File: config.mk
export PLATFORM = sky130hd
export DESIGN_NAME = serial_cic_comb
export DESIGN_NICKNAME = d
export VERILOG_FILES = /design/src/rtl/ccomb_pkg.sv /design/src/rtl/ccomb_ser.sv /design/src/rtl/ccomb_stage.sv /design/src/rtl/ccomb_deser.sv /design/src/rtl/serial_cic_comb.sv
export SDC_FILE = /design/constraint.sdc
export NUM_CORES = 1
export LEC_CHECK = 0
export BUFFER_PORTS_ARGS = -buffer_cell sky130_fd_sc_hd__buf_2
export CORE_UTILIZATION = 35
export CTS_BUF_LIST = sky130_fd_sc_hd__clkbuf_8
export DETAILED_ROUTE_END_ITERATION = 7
export PLACE_DENSITY = 0.62
export SETUP_SLACK_MARGIN = 0.2
export SYNTH_ARGS = -nofsm -noshare
export SYNTH_HDL_FRONTEND = slang
export SYNTH_SLANG_ARGS = --single-unit
File: constraint.sdc
create_clock -name clk -period 2.5 [get_ports clk]
set_input_delay 0.5 -clock clk [delete_from_list [all_inputs] [get_ports clk]]
set_output_delay 0.5 -clock clk [all_outputs]
set_load 0.01 [all_outputs]
File: src/rtl/ccomb_pkg.sv
// Package: shared types for the bit-serial comb cascade.
// Assumes nothing beyond being compiled first.
package ccomb_pkg;

    // Framing flags that travel with every serial bit group.
    typedef struct packed {
        logic vld;    // a group is present this cycle
        logic first;  // least significant group of a word
        logic last;   // most significant group of a word
    } ccomb_tag_t;

endpackage

File: src/rtl/ccomb_ser.sv
// Module: ccomb_ser
// Loads a parallel word on an accepted strobe and sends it out B bits per
// clock, least significant group first, with framing flags. A strobe is taken
// when idle or on the last group; otherwise it is dropped and flagged.
// Assumes W is a multiple of B and W/B >= 2.
module ccomb_ser
    import ccomb_pkg::*;
#(
    parameter int W = 16,
    parameter int B = 2
) (
    input  logic         clk,
    input  logic         rst_n,
    input  logic         strobe,
    input  logic [W-1:0] word,
    output logic [B-1:0] bits_o,
    output ccomb_tag_t   tag_o,
    output logic         overrun_o
);
    localparam int G  = W / B;
    localparam int CW = (G > 1) ? $clog2(G) : 1;

    logic [W-1:0]  sreg;
    logic [CW-1:0] cnt;
    logic          busy;
    logic          last_grp;
    logic          take;

    assign last_grp = busy && (cnt == CW'(G - 1));
    assign take     = strobe && (!busy || last_grp);

    // Shift register and group counter for the word being sent.
    always_ff @(posedge clk) begin
        if (!rst_n) begin
            sreg <= '0;
            cnt  <= '0;
            busy <= 1'b0;
        end else if (take) begin
            sreg <= word;
            cnt  <= '0;
            busy <= 1'b1;
        end else if (busy) begin
            sreg <= sreg >> B;
            cnt  <= cnt + CW'(1);
            if (last_grp) busy <= 1'b0;
        end
    end

    // Sticky flag for a strobe that lands in the middle of a word.
    always_ff @(posedge clk) begin
        if (!rst_n)                           overrun_o <= 1'b0;
        else if (strobe && busy && !last_grp) overrun_o <= 1'b1;
    end

    assign bits_o      = sreg[B-1:0];
    assign tag_o.vld   = busy;
    assign tag_o.first = busy && (cnt == '0);
    assign tag_o.last  = last_grp;

endmodule

File: src/rtl/ccomb_stage.sv
// Module: ccomb_stage
// One serial comb stage: out = x[n] - x[n-1] modulo 2^W, B bits per clock.
// The previous sample lives in a W-bit serial delay line; a borrow flop chains
// groups and is forced to the subtract start value on the first group.
// Assumes W is a multiple of B and W/B >= 2.
module ccomb_stage
    import ccomb_pkg::*;
#(
    parameter int W = 16,
    parameter int B = 2
) (
    input  logic         clk,
    input  logic         rst_n,
    input  logic [B-1:0] in_bits,
    input  ccomb_tag_t   in_tag,
    output logic [B-1:0] out_bits,
    output ccomb_tag_t   out_tag
);
    logic [W-1:0] dly;
    logic         carry_q;
    logic         cin;
    logic [B:0]   sum;

    // Group adder: in + ~delayed + carry, carry seeded to 1 on a first group.
    always_comb begin
        cin = in_tag.first ? 1'b1 : carry_q;
        sum = {1'b0, in_bits} + {1'b0, ~dly[B-1:0]} + (B+1)'(cin);
    end

    // Delay line, carry flop and registered result with its framing.
    always_ff @(posedge clk) begin
        if (!rst_n) begin
            dly      <= '0;
            carry_q  <= 1'b0;
            out_bits <= '0;
            out_tag  <= '0;
        end else begin
            out_tag <= in_tag;
            if (in_tag.vld) begin
                dly      <= {in_bits, dly[W-1:B]};
                carry_q  <= sum[B];
                out_bits <= sum[B-1:0];
            end
        end
    end

endmodule

File: src/rtl/ccomb_deser.sv
// Module: ccomb_deser
// Collects serial groups, least significant first, and loads the parallel
// output with a one-cycle valid when the last group arrives.
// Assumes W is a multiple of B and W/B >= 2.
module ccomb_deser
    import ccomb_pkg::*;
#(
    parameter int W = 16,
    parameter int B = 2
) (
    input  logic         clk,
    input  logic         rst_n,
    input  logic [B-1:0] in_bits,
    input  ccomb_tag_t   in_tag,
    output logic [W-1:0] out_word,
    output logic         out_valid
);
    logic [W-1:0] acc;
    logic [W-1:0] nxt;

    assign nxt = {in_bits, acc[W-1:B]};

    // Assembly register, output word and valid pulse.
    always_ff @(posedge clk) begin
        if (!rst_n) begin
            acc       <= '0;
            out_word  <= '0;
            out_valid <= 1'b0;
        end else begin
            out_valid <= in_tag.vld && in_tag.last;
            if (in_tag.vld) acc <= nxt;
            if (in_tag.vld && in_tag.last) out_word <= nxt;
        end
    end

endmodule

File: src/rtl/serial_cic_comb.sv
// Module: serial_cic_comb
// Bit-serial comb cascade of a decimating CIC filter: serializer, N serial
// subtractor stages, deserializer. Latency from accepting edge to valid is
// W/B + N clocks. Assumes W is a multiple of B, W/B >= 2, and that strobes
// come no closer than W/B clocks apart.
module serial_cic_comb
    import ccomb_pkg::*;
#(
    parameter int W = 16,
    parameter int B = 2,
    parameter int N = 5
) (
    input  logic         clk,
    input  logic         rst_n,
    input  logic         in_strobe,
    input  logic [W-1:0] in_word,
    output logic [W-1:0] out_word,
    output logic         out_valid,
    output logic         overrun
);
    logic [B-1:0] chain_bits [0:N];
    ccomb_tag_t   chain_tag  [0:N];

    ccomb_ser #(.W(W), .B(B)) u_ser (
        .clk       (clk),
        .rst_n     (rst_n),
        .strobe    (in_strobe),
        .word      (in_word),
        .bits_o    (chain_bits[0]),
        .tag_o     (chain_tag[0]),
        .overrun_o (overrun)
    );

    for (genvar gi = 0; gi < N; gi++) begin : g_stage
        ccomb_stage #(.W(W), .B(B)) u_stage (
            .clk      (clk),
            .rst_n    (rst_n),
            .in_bits  (chain_bits[gi]),
            .in_tag   (chain_tag[gi]),
            .out_bits (chain_bits[gi+1]),
            .out_tag  (chain_tag[gi+1])
        );
    end

    ccomb_deser #(.W(W), .B(B)) u_deser (
        .clk       (clk),
        .rst_n     (rst_n),
        .in_bits   (chain_bits[N]),
        .in_tag    (chain_tag[N]),
        .out_word  (out_word),
        .out_valid (out_valid)
    );

endmodule

==> results.py <==
metrics = {
    "status": {
        "status": "complete, no violations",
    },
    "worst_setup_path": {
        "required_ns": 2.84,
        "rrSetupSlack_ns": 0.62,
        "critPathMaxFanout": 3,
        "r2r_cells": 8,
        "cp-end-kind": "register",
        "crit-reg2reg-capture": "g_stage[0].u_stage.out_bits[1]",
        "arrival_ns": 2.22,
        "critPathLaunchType": "register",
        "r2r_start": "u_ser.cnt[0]",
        "critPathKind": "register to register",
    },
    "layout": {
        "n_antenna_cell": 0,
        "final_nets": 652,
        "drive_gt1_frac": 0.141,
        "utilization": 0.392,
        "n_fill_cell": 1760,
        "area_delta_synth_final_pct": 9.79,
    },
    "worst_hold_path": {
        "whs_endpoint": "u_ser.sreg[15]",
        "hold_depth": 3,
        "hold_class": "primary input to register",
        "hold_start": "in_word[15]",
    },
    "yosys": {
        "synth_compound_area_frac": 0.0751,
        "synth_simple_gate_area_frac": 0.158,
        "yosysWarningCount": 0,
        "synth_cell_types": 32,
        "synth-xor-area-share": 0.00137,
        "synth_top_family_by_area": "multiplexers",
        "synth.net_count": 628,
        "synthAdderAreaFrac": 0.0371,
        "avgSynthCellArea_um2": 10.8,
        "yosys.area.top_type_share": 0.503,
        "netlist_area_mm2": 0.00641,
        "synth.area.mux_share": 0.178,
        "synth_cells": 596,
        "seq_area_frac_synth": 0.503,
        "synth_seq_cells": 161,
        "synth_top_area_cell": "dfxtp_1",
        "synthTopCellsByArea": "dfxtp_1, mux2i_1, nor2b_1",
    },
    "timing": {
        "fin_ws_ns": 0.624,
        "fmax_mhz": 533,
        "finClkSkew_ns": 0.0137,
        "setup_viol": 0,
        "tightest_slew_ns": 0.624,
        "fin_crit_sh": 0.750,
        "hold_viol": 0,
        "slew_viol_final": 0,
        "tns_ns": 0,
        "rsz0062_at_grt": "no",
        "relSlewSlack": 0.583,
        "fin_crit_ns": 1.88,
    },
    "cts": {
        "clock-sinks": 161,
        "clk_path_buf_depth": 2,
        "clockRootBuffer": "clkbuf_8",
        "cts.hold.buffers_added": 0,
        "post_cts_resized": 0,
        "clk_pin_slew_ns": 0.08,
        "cts_buffers": 17,
        "clkLatencyLatePin_ns": 0.45,
        "ctsHtreeMaxLevel": 4,
        "cts_tree": "built",
        "post_cts_buffers": 0,
    },
    "floorplan": {
        "core.rowCount": 49,
        "dieArea_mm2": 0.0189,
        "fp.dieH_um": 137,
        "top_level_ports": 37,
        "core_mm2": 0.0180,
        "die_w_um": 137,
        "initial_core_util": 0.357,
    },
    "global_routing": {
        "grt_first_pass_wirelength_mm": 17.4,
        "grt_pass1_vias": 3799,
        "overflow": 0,
        "grt_antenna_before_repair": 0,
        "grt_usage": 0.118,
        "grt_max_degree": 77,
    },
    "route": {
        "antenna_left": 0,
        "route.detailed.drc": 0,
        "wl_per_cell_um": 11.7,
        "routed_wl_mm": 10.0,
        "viasPerCell": 4.58,
        "detailedRoute.firstIterationViolations": 207,
        "vias": 3926,
        "dr.pass1.iters": 5,
    },
    "placement": {
        "routabilityCongestion": 0.774,
        "dp_hpwl_mm": 6.46,
        "port_buffers": 36,
        "place_ws_ns": 0.609,
    },
    "power_and_ir_drop": {
        "vdd_ir_drop_max_v": 0.000329,
        "total_power_mw": 4.53,
        "powerDensity_mw_per_mm2": 643,
        "leakagePower_nw": 2.50,
    },
    "run": {
        "cap_violations": 0,
    },
}
[power by group]
group	total, mW	switching, mW	internal (mW)	leakage, nW
Clock	1.60	0.866	0.729	0.174
Sequential	2.64	0.0308	2.61	1.30
Combinational	0.293	0.151	0.141	1.02
[synthesized netlist by cell type]
cell type / n
a21oi_1: 9
ha_1: 3
mux2i_1: 106
a31oi_1: 9
a21boi_0: 7
nor2_1: 19
a21bo_2: 1
nor2_2: 1
dfxtp_1: 161
o21ai_1: 1
nor2b_1: 108
clkbuf_1: 13
and3_1: 3
fa_1: 10
buf_6: 7
o21ai_0: 16
mux2_2: 2
mux2_4: 4
and2_4: 1
xnor2_1: 1
buf_4: 4
a21boi_2: 10
o221ai_1: 6
a32oi_1: 2
nand2_1: 39
nand2b_1: 1
or2_0: 1
buf_2: 14
inv_1: 19
o211a_1: 5
and2_1: 12
clkbuf_2: 1
[registers in the layout (all words and copies together) (netlist names)]
signal,flops
u_ser.overrun_o,1
u_deser.out_word,16
u_deser.out_valid,1
g_stage.u_stage.carry_q,5
u_deser.acc,14
u_ser.busy,1
g_stage.u_stage.dly,80
u_ser.cnt,3
u_ser.sreg,16
g_stage.u_stage.out_bits,10
g_stage.u_stage.out_tag,14
[critical path, stage by stage (launching register included)]
cell     delay, ns
dfxtp_1       0.34
inv_1         0.07
ha_1          0.16
a31oi_1       0.11
fa_1          0.39
inv_1         0.08
fa_1          0.42
mux2i_1       0.15
nor2b_1       0.06
[cell type report]
| cell class | instances | area [um^2] | share of cell area |
|---|---|---|---|
| clock buffer | 20 | 275 | 0.0391 |
| clock inverter | 8 | 43.8 | 0.00622 |
| inverter | 19 | 71.3 | 0.0101 |
| multi-input combinational | 377 | 2890 | 0.410 |
| sequential | 161 | 3220 | 0.458 |
| tap | 229 | 287 | 0.0407 |
| timing repair buffer | 44 | 255 | 0.0362 |
[through the flow]
| step | area (um^2) | std cells | hold slack, ns |
|---|---|---|---|
| floorplan | 6410 | 596 | 0.412 |
| detailed placement | 6720 | 830 | 0.423 |
| CTS | 7040 | 858 | 0.329 |
| finish | 7040 | 858 | 0.348 |
| global route | 7040 | 858 | 0.360 |
| global placement | 6720 | 830 | 0.416 |
[metal layers]
| layer | GRT usage | vias up | wire, um |
|---|---|---|---|
| met5 | 0 | - | 0 |
| met4 | 0.0549 | 0 | 159 |
| li1 | - | 2019 | - |
| met2 | 0.191 | 61 | 4610 |
| met3 | 0.0386 | 11 | 425 |
| met1 | 0.142 | 1835 | 4820 |
[layout by cell type (no fill, tap or decap), types with 3 or more instances in the layout]
master / synthesis / final
o211a_1: 5 / 5
nor2b_1: 108 / 108
fa_1: 10 / 10
buf_4: 4 / 8
buf_2: 14 / 35
nand2_1: 39 / 39
nor2_1: 19 / 19
mux2_4: 4 / 4
dfxtp_1: 161 / 161
o21ai_0: 16 / 16
a21boi_0: 7 / 7
a21boi_2: 10 / 10
a21oi_1: 9 / 9
clkbuf_8: 0 / 20
mux2i_1: 106 / 106
inv_1: 19 / 21
and2_1: 12 / 12
o221ai_1: 6 / 6
clkinv_2: 0 / 4
ha_1: 3 / 3
a31oi_1: 9 / 9
and3_1: 3 / 3
[cell families after synthesis]
| logic type | Yosys count |
|---|---|
| AND/OR/NAND/NOR | 185 |
| flip-flops | 161 |
| multiplexers | 112 |
| AO/OA/AOI/OAI | 66 |
| buffers and inverters | 58 |
| adder cells (fa/ha/maj) | 13 |
| XOR/XNOR | 1 |
[how the worst max path moves through the flow]
stage            startpoint                        endpoint  slack [ns]
2_1_floorplan    u_ser.busy  g_stage[0].u_stage.out_bits[1]        0.54
3_5_place_dp   u_ser.cnt[0]  g_stage[0].u_stage.out_bits[1]        0.61
5_1_grt        u_ser.cnt[0]  g_stage[0].u_stage.out_bits[1]        0.47
6_report       u_ser.cnt[0]  g_stage[0].u_stage.out_bits[1]        0.62
4_1_cts        u_ser.cnt[0]  g_stage[0].u_stage.out_bits[1]        0.60
3_3_place_gp   u_ser.cnt[0]  g_stage[0].u_stage.out_bits[1]        0.69
Note: power is estimated with default switching activity, not from simulation.
